## src/rtl/nsr_pkg.sv

```systemverilog
`timescale 1ns/1ps
package nsr_pkg;
  localparam int COL_W = 9;
  localparam logic [COL_W-1:0] COL_LAST = 9'd511;
  localparam logic [7:0] OP_READ_LO = 8'h00;
  localparam logic [7:0] OP_READ_HI = 8'h01;

  typedef enum logic [2:0] {
    SQ_IDLE, SQ_OPEN, SQ_CMD, SQ_ADDR, SQ_SETTLE, SQ_WAIT, SQ_READ, SQ_NEXT
  } seq_st_t;

  typedef enum logic [1:0] {
    PH_IDLE, PH_LOW, PH_HIGH
  } strobe_ph_t;
endpackage

```

## src/rtl/nsr_addr_split.sv

```systemverilog
`timescale 1ns/1ps
module nsr_addr_split #(
  parameter int PAGE_W = 17
) (
  input  logic [nsr_pkg::COL_W-1:0] col,
  input  logic [PAGE_W-1:0]         page,
  output logic [7:0]                cmd_byte,
  output logic [3:0][7:0]           addr_bytes
);
  import nsr_pkg::*;

  logic [23:0] page_ext;

  always_comb begin
    page_ext = '0;
    page_ext[PAGE_W-1:0] = page;
  end

  // half-page selection travels in the opcode, not on IO
  assign cmd_byte      = col[8] ? OP_READ_HI : OP_READ_LO;
  assign addr_bytes[0] = col[7:0];

  for (genvar g = 1; g < 4; g++) begin : g_page_byte
    assign addr_bytes[g] = page_ext[8*(g-1) +: 8];
  end
endmodule

```

## src/rtl/nsr_strobe.sv

```systemverilog
`timescale 1ns/1ps
module nsr_strobe #(
  parameter int LO_CYC = 2,
  parameter int HI_CYC = 2
) (
  input  logic       clk,
  input  logic       rst,
  input  logic       go,
  input  logic       is_rd,
  input  logic [7:0] wdata,
  input  logic [7:0] io_i,
  output logic       we_n,
  output logic       re_n,
  output logic [7:0] io_o,
  output logic       io_oe,
  output logic [7:0] rdata,
  output logic       fin
);
  import nsr_pkg::*;

  localparam int CNT_MAX = (LO_CYC > HI_CYC) ? LO_CYC : HI_CYC;
  localparam int CW      = $clog2(CNT_MAX + 1);

  strobe_ph_t    ph;
  logic [CW-1:0] cnt;
  logic          rd_q;

  always_ff @(posedge clk) begin
    if (rst) begin
      ph    <= PH_IDLE;
      cnt   <= '0;
      rd_q  <= 1'b0;
      we_n  <= 1'b1;
      re_n  <= 1'b1;
      io_o  <= '0;
      io_oe <= 1'b0;
      rdata <= '0;
      fin   <= 1'b0;
    end else begin
      fin <= 1'b0;
      case (ph)
        PH_IDLE: if (go) begin
          rd_q <= is_rd;
          cnt  <= CW'(LO_CYC - 1);
          ph   <= PH_LOW;
          if (is_rd) begin
            re_n <= 1'b0;
          end else begin
            we_n  <= 1'b0;
            io_oe <= 1'b1;
            io_o  <= wdata;
          end
        end
        PH_LOW: if (cnt == '0) begin
          we_n <= 1'b1;
          re_n <= 1'b1;
          if (rd_q) rdata <= io_i;
          cnt <= CW'(HI_CYC - 1);
          ph  <= PH_HIGH;
        end else begin
          cnt <= cnt - 1'b1;
        end
        PH_HIGH: if (cnt == '0) begin
          fin   <= 1'b1;
          io_oe <= 1'b0;
          ph    <= PH_IDLE;
        end else begin
          cnt <= cnt - 1'b1;
        end
        default: ph <= PH_IDLE;
      endcase
    end
  end
endmodule

```

## src/rtl/nand_sp_reader.sv

```systemverilog
`timescale 1ns/1ps
module nand_sp_reader #(
  parameter int ADDR_W  = 26,
  parameter int LEN_W   = 16,
  parameter int STB_LO  = 2,
  parameter int STB_HI  = 2,
  parameter int TWB_CYC = 5
) (
  input  logic              clk,
  input  logic              rst,
  input  logic              start,
  input  logic [ADDR_W-1:0] start_addr,
  input  logic [LEN_W-1:0]  start_len,
  output logic              busy,
  output logic              done,
  output logic [7:0]        dout,
  output logic              dout_valid,
  output logic              nand_ce_n,
  output logic              nand_cle,
  output logic              nand_ale,
  output logic              nand_we_n,
  output logic              nand_re_n,
  input  logic              nand_rb_n,
  output logic [7:0]        nand_io_o,
  output logic              nand_io_oe,
  input  logic [7:0]        nand_io_i
);
  import nsr_pkg::*;

  localparam int PAGE_W = ADDR_W - COL_W;
  localparam int TW     = $clog2(TWB_CYC + 1);

  seq_st_t           st;
  logic [COL_W-1:0]  col;
  logic [PAGE_W-1:0] page;
  logic [LEN_W-1:0]  remain;
  logic [1:0]        idx;
  logic [TW-1:0]     wcnt;
  logic              go, go_rd;
  logic [7:0]        wbyte;
  logic              rb_q1, rb_q2;
  logic [7:0]        cmd_byte;
  logic [3:0][7:0]   addr_bytes;
  logic [7:0]        rdata;
  logic              fin;

  nsr_addr_split #(.PAGE_W(PAGE_W)) u_split (
    .col(col), .page(page), .cmd_byte(cmd_byte), .addr_bytes(addr_bytes)
  );

  nsr_strobe #(.LO_CYC(STB_LO), .HI_CYC(STB_HI)) u_strobe (
    .clk(clk), .rst(rst), .go(go), .is_rd(go_rd), .wdata(wbyte),
    .io_i(nand_io_i), .we_n(nand_we_n), .re_n(nand_re_n),
    .io_o(nand_io_o), .io_oe(nand_io_oe), .rdata(rdata), .fin(fin)
  );

  always_ff @(posedge clk) begin
    if (rst) begin
      rb_q1 <= 1'b1;
      rb_q2 <= 1'b1;
    end else begin
      rb_q1 <= nand_rb_n;
      rb_q2 <= rb_q1;
    end
  end

  assign busy = (st != SQ_IDLE);

  always_ff @(posedge clk) begin
    if (rst) begin
      st         <= SQ_IDLE;
      col        <= '0;
      page       <= '0;
      remain     <= '0;
      idx        <= '0;
      wcnt       <= '0;
      go         <= 1'b0;
      go_rd      <= 1'b0;
      wbyte      <= '0;
      nand_ce_n  <= 1'b1;
      nand_cle   <= 1'b0;
      nand_ale   <= 1'b0;
      dout       <= '0;
      dout_valid <= 1'b0;
      done       <= 1'b0;
    end else begin
      go         <= 1'b0;
      dout_valid <= 1'b0;
      done       <= 1'b0;
      case (st)
        SQ_IDLE: if (start) begin
          if (start_len == '0) begin
            done <= 1'b1;
          end else begin
            col       <= start_addr[COL_W-1:0];
            page      <= PAGE_W'(start_addr >> COL_W);
            remain    <= start_len;
            nand_ce_n <= 1'b0;
            st        <= SQ_OPEN;
          end
        end
        SQ_OPEN: begin
          nand_cle <= 1'b1;
          wbyte    <= cmd_byte;
          go       <= 1'b1;
          go_rd    <= 1'b0;
          st       <= SQ_CMD;
        end
        SQ_CMD: if (fin) begin
          nand_cle <= 1'b0;
          nand_ale <= 1'b1;
          idx      <= 2'd0;
          wbyte    <= addr_bytes[0];
          go       <= 1'b1;
          st       <= SQ_ADDR;
        end
        SQ_ADDR: if (fin) begin
          if (idx == 2'd3) begin
            nand_ale <= 1'b0;
            wcnt     <= TW'(TWB_CYC - 1);
            st       <= SQ_SETTLE;
          end else begin
            idx   <= idx + 2'd1;
            wbyte <= addr_bytes[idx + 2'd1];
            go    <= 1'b1;
          end
        end
        SQ_SETTLE: if (wcnt == '0) st <= SQ_WAIT;
                   else wcnt <= wcnt - 1'b1;
        SQ_WAIT: if (rb_q2) begin
          go    <= 1'b1;
          go_rd <= 1'b1;
          st    <= SQ_READ;
        end
        SQ_READ: if (fin) begin
          dout       <= rdata;
          dout_valid <= 1'b1;
          remain     <= remain - 1'b1;
          if (remain == LEN_W'(1)) begin
            nand_ce_n <= 1'b1;
            done      <= 1'b1;
            st        <= SQ_IDLE;
          end else if (col == COL_LAST) begin
            nand_ce_n <= 1'b1;
            col       <= '0;
            page      <= page + 1'b1;
            st        <= SQ_NEXT;
          end else begin
            col   <= col + 1'b1;
            go    <= 1'b1;
            go_rd <= 1'b1;
          end
        end
        SQ_NEXT: begin
          nand_ce_n <= 1'b0;
          st        <= SQ_OPEN;
        end
        default: st <= SQ_IDLE;
      endcase
    end
  end
endmodule

```

## config.mk

```make
export PLATFORM = sky130hd
export DESIGN_NAME = nand_sp_reader
export DESIGN_NICKNAME = d
export VERILOG_FILES = /design/src/rtl/nsr_pkg.sv /design/src/rtl/nsr_addr_split.sv /design/src/rtl/nsr_strobe.sv /design/src/rtl/nand_sp_reader.sv
export SDC_FILE = /design/constraint.sdc
export NUM_CORES = 1
export LEC_CHECK = 0
export ABC_CLOCK_PERIOD_IN_PS = 4000
export BUFFER_PORTS_ARGS = -buffer_cell sky130_fd_sc_hd__buf_2
export CORE_ASPECT_RATIO = 0.75
export CORE_MARGIN = 2
export CORE_UTILIZATION = 61
export DETAILED_ROUTE_END_ITERATION = 7
export PLACE_DENSITY = 0.8
export SLEW_MARGIN = 30
export SYNTH_ARGS = -nofsm -noshare
export SYNTH_HDL_FRONTEND = slang
export SYNTH_SLANG_ARGS = --single-unit
```

## constraint.sdc

```tcl
create_clock -name clk -period 4 [get_ports clk]
set_clock_uncertainty 0.05 [all_clocks]
set_input_delay 0.4 -clock clk [delete_from_list [all_inputs] [get_ports clk]]
set_output_delay 0.4 -clock clk [all_outputs]
set_load 0.02 [all_outputs]
```

Word level (Yosys, flattened, before mapping)

Cells that the tools add are included.

Equal/unequal tests: 32
Magnitude comparators: 1
Bitwise gates (word level): 3
Reductions and logical operators: 38
Add/subtract/negate cells: 6
Muxes and demuxes: 89

Operator list:

| kind                                                                  | count |
|---|---|
| 17-bit two-way mux                                                    | 5 |
| 16-bit two-way mux                                                    | 3 |
| 9-bit two-way mux                                                     | 5 |
| 1-bit two-way mux                                                     | 34 |
| 17-bit one-hot mux with 2 select lines                                | 1 |
| 3-bit two-way mux                                                     | 11 |
| 8-bit two-way mux                                                     | 4 |
| 16-bit one-hot mux with 2 select lines                                | 1 |
| 4-bit AND reduction                                                   | 8 |
| 2-bit != test (second input constant)                                 | 14 |
| 3-bit one-hot mux with 8 select lines                                 | 1 |
| 8-bit one-hot mux with 3 select lines                                 | 1 |
| 9-bit one-hot mux with 2 select lines                                 | 1 |
| 17-bit by 1-bit adder with 17-bit output (second input constant)      | 1 |
| 8-bit binary-select mux with 2-bit select                             | 1 |
| 16-bit by 1-bit == test with 1-bit output (second input constant)     | 1 |
| 16-bit logical NOT                                                    | 1 |
| 2-bit two-way mux                                                     | 8 |
| 16-bit by 1-bit subtractor with 16-bit output (second input constant) | 1 |
| 5-bit AND reduction                                                   | 3 |
| 3-bit nonzero test                                                    | 5 |
| 3-bit == test (second input constant)                                 | 4 |
| 1-bit one-hot mux with 2 select lines                                 | 6 |
| 2-bit one-hot mux with 3 select lines                                 | 2 |
| 25 further kinds                                                      | 47 |

Logic and storage cells: 195
Register bits after elaboration: 100
Input port bits: 54

Logic depth before layout (Yosys ltp)

Word-level depth: 6
Mapped depth: 11

Modules after synthesis

From an unflattened synthesis, not the netlist that was laid out.

Cells, all modules: 734
Area, all modules: 6,004.5 um^2

By module, submodules not included:

| module         | seq. area each (um^2) | instances | area each (um^2) | cells each |
|---|---|---|---|---|
| nand_sp_reader | 1,501.4               | 1         | 4,561.9          | 576 |
| nsr_strobe     | 500.5                 | 1         | 1,138.6          | 117 |
| nsr_addr_split | 0.0                   | 1         | 304.0            | 41 |

Worst setup path before layout

OpenSTA, ideal clock, no wires.

Kind: reg-to-reg
From: register col[0]
To: register page[3]
Library setup time: 0.088 ns
Data required time: 3.862 ns
Clock period less this slack: 2.419 ns
Arrival time: 2.281 ns
Slack: 1.581 ns
Cell stages (with the launch flop): 12
Cell sequence: dfxtp_1 -> ha_1 -> nand3_1 -> nor2_1 -> and3_1 -> ha_1 -> clkbuf_1 -> a31oi_4 -> or2_1 -> buf_6 -> buf_12 -> o32ai_2

Word-level cells in the longest chain between the ends: 3

RTL lines:

| element                              | line                  | source |
|---|---|---|
| from (decl)                          | nand_sp_reader.sv:34  | `logic [COL_W-1:0] col;` |
| from (signal assigned)               | nand_sp_reader.sv:95  | `col <= start_addr[COL_W-1:0];` |
| from (signal assigned)               | nand_sp_reader.sv:149 | `col <= col + 1'b1;` |
| 9-bit == test                        | nand_sp_reader.sv:143 | `end else if (col == COL_LAST) begin` |
| 2-bit != test (no source line)       | -                     |  |
| 6-bit AND reduction (no source line) | -                     |  |
| to (signal assigned)                 | nand_sp_reader.sv:96  | `page <= PAGE_W'(start_addr >> COL_W);` |
| to (signal assigned)                 | nand_sp_reader.sv:146 | `page <= page + 1'b1;` |
| to (decl)                            | nand_sp_reader.sv:35  | `logic [PAGE_W-1:0] page;` |

Every way passes these cells.
A chain may end at the register's enable or synchronous reset.

Final worst setup path

From: register col[0]
To: register page[8]

Same word-level chain as after synthesis.

==> key figures <==
Timing
  • Final min period: around 3.0 ns
  • RSZ-0062 raised after global routing: false
  • Setup violations, final: 0
  • Slew Viols, Final: 0
  • Slew margin rel.: 31.38%
  • Worst setup margin: 1.041 ns
  • Hold WS: about 0.18 ns
  • Final Hold Fails: 0
  • Fin Setup TNS: 0 ns
  • Crit share post-route: between 70 and 80%
  • Fmax: 0.3380 GHz
  • Actual slew at the worst max-slew pin: 1.027 ns

Detailed routing
  • Vias per cell: 6.482
  • DRC Markers: 0
  • Wirelength, routed: 15450 µm
  • Via count: approximately 5700
  • ANT nets after route: 0
  • Pre-antenna DRT Iters: 5
  • DR WL/cell: roughly 18 µm
  • Initial drt markers: 565

Global route
  • Grt total ovfl: 0
  • GRT Util Overall: 31.43%
  • Largest net degree at the start of global routing: ~90
  • First-pass GRT wire length: about 25000 µm
  • Vias in the first global route: 5160
  • Initial antenna violation count: 0

Floorplanning
  • Core area: 9046 µm²
  • Die Ht: 87.45 µm
  • Starting density of the core: 62.61%
  • # rows: 30
  • DIE WIDTH: approximately 120 µm
  • I/O pins: 79
  • Die area: 10080 µm²

Clock tree
  • Hold_buf cts: 0
  • Worst skew pair latency: 0.35 ns
  • Reg clk slew, reported paths: 0.07 ns
  • Root buf cell: clkbuf_16
  • CTS Buf Count: 9
  • H-tree levels: 3
  • Post-cts repair resize count: 0
  • CTS tree: built
  • Setup repair bufs after CTS: 0
  • Clock sink total: 100
  • Clk buf depth: 2

Placement
  • GPL Wtd Cong: 0.9091
  • Pre-CTS setup slack: 1.112 ns
  • # port buffers: 78
  • DP HPWL: 10650 µm
  • Placed Instances: 866
  • DP Area: 6003 µm²

Synth
  • Mapped Cells: 706
  • Register area share after synthesis: 35.34%
  • Synth Warn #: 0
  • Fraction of registers with async set/reset: 0%
  • Number of enable flip-flop cells after synthesis: 0
  • Syn_area_per_cell: 8.023 µm²
  • Seq cells post-synth: 100
  • Net Count, Synth: 773
  • Top FF cell, synth: dfxtp_1
  • Synthesized cell area: 5664 µm²
  • Netlist cell types: a little under 80

Worst setup path
  • Startpoint Class: register
  • Crit-path slowest cell: or2_1
  • Largest stage delay, worst path: 0.59 ns
  • CP cell instances: ha_1, nand3_1, nor2_1, and3_1, ha_1, a31oi_4, or2_1, o221a_2
  • Worst-path fanout max: 18
  • Worst endpoint data arrival time: approximately 3.2 ns
  • Setup crit end kind: register
  • Cell mode on critical path: ha_1
  • Crit Path Class: register to register
  • Req. time, crit path: 4.19 ns

Status
  • Status: finished clean

Cells and area
  • Area delta synth->final: 11.62%
  • Post-Layout Cell Count: 882
  • Share of cells above drive strength 1: 19.23%
  • Fin area: 6322 µm²
  • Filler cell count: 746
  • Inserted Diodes: 0
  • Final #Nets: around 820

Flow run
  • Max Cap Violations: 0

Hold path
  • Worst hold-check path type: input pin to register

Power and ir drop
  • Power per cell area: around 500 nW/µm²
  • Peak VDD IR: 315.4 µV
  • Leakage power: 2.457 nW
power breakdown:
part	total, mW	switching [mW]	internal, mW
sequential	1.35	0.208	1.14
clock	0.911	0.403	0.508
combinational	0.907	0.551	0.355
through the flow:
step | util [%] | power, mW
final | 69.89 | 3.168
after global routing | 69.89 | 3.315
after CTS | 69.76 | 3.144
after detailed placement | 66.36 | 2.243
after global placement | 66.36 | 2.203
after floorplan | - | 2.019
layout by cell type, fill, tap and decap left out, drive strengths merged, types with 11 or more instances in the layout:
| master | netlist | final |
|---|---|---|
| o21ai | 26 | 26 |
| nand3 | 21 | 21 |
| a21oi | 90 | 90 |
| inv | 17 | 20 |
| a31oi | 11 | 11 |
| nor2 | 72 | 72 |
| a211oi | 22 | 22 |
| nand2 | 94 | 94 |
| mux2i | 13 | 13 |
| nor3 | 26 | 26 |
| o31ai | 12 | 12 |
| ha | 13 | 13 |
| buf | 25 | 83 |
| dfxtp | 100 | 100 |
logic make-up (layout without fill, tap and decap cells):
group / after synthesis / in the layout / synth area share (%)
flip-flops: 100 / 100 / 35.34
buffers and inverters: 68 / 116 / 5.743
AND/OR/NAND/NOR: 279 / 279 / 24.37
multiplexers: 21 / 21 / 4.087
adder cells (fa/ha/maj): 13 / 13 / 2.872
AO/OA/AOI/OAI: 225 / 225 / 27.59
layer usage:
metal  track usage (%)  vias to the layer above  routed length, µm
li1                  -                     2702                  -
met1             42.28                     2722               6982
met2             50.70                      252               7014
met3             6.402                       41               1140
met4             10.51                        0                307
met5                 0                        -                  0
layout make-up:
class                      instances  area, µm²  share of cell area (%)
multi-input combinational        538       3344                   52.90
inverter                          17      63.81                   1.009
clock inverter                     6      68.82                   1.088
sequential                       100       2002                   31.66
clock buffer                      10      239.0                   3.780
tap                              128      160.2                   2.533
timing repair buffer              83      444.2                   7.026
state kept, by name, summed over array words and instances (netlist names), 2 cells and up:
name,cells
col,9
dout,8
idx,2
page,17
remain,16
st,3
u_strobe.cnt,2
u_strobe.io_o,8
u_strobe.ph,2
u_strobe.rdata,8
wbyte,8
wcnt,3
critical path, delay by kind of cell (launching register included):
kind / cells / cell delay (ns)
compound gates: 2 / 0.69
simple gates: 4 / 1.07
flops: 1 / 0.47
fa+ha+maj: 2 / 0.56
cell usage after synthesis (5+ instances only):
cell        n  share of area, %
mux2_2      7               1.4
nor3_1     22               1.9
o311ai_0    8               1.2
buf_4       6              0.80
mux2i_1    13               2.3
nor3b_1    10               1.3
o31ai_1     5              0.66
dfxtp_1   100                35
o31ai_2     7               1.5
nor4_1      9              0.99
buf_2      13               1.1
nor2_1     70               4.6
and3_1      8              0.88
a21oi_1    90               8.0
ha_1       13               2.9
a22oi_1     5              0.66
o32ai_1     7               1.1
o221a_2     6               1.2
nand4_1     8              0.88
a31oi_1    10               1.1
nand2b_1    6              0.66
nand2_1    93               6.2
nand3_1    20               1.8
o21ai_0    23               2.0
a211oi_1   21               2.8
inv_1      16               1.1
clkbuf_1   26               1.7
o211ai_1    6              0.80
worst paths after layout:
check / startpoint / endpoint / slack, ns / cells past startpoint
max: col[0] / page[8] / 1.04 / 8
min: nand_rb_n / rb_q1 / 0.18 / 2
max reg2reg: col[0] / page[8] / 1.04 / 8
min reg2reg: rb_q1 / rb_q2 / 0.37 / 1
No activity file was read; power rests on OpenSTA's default activity.
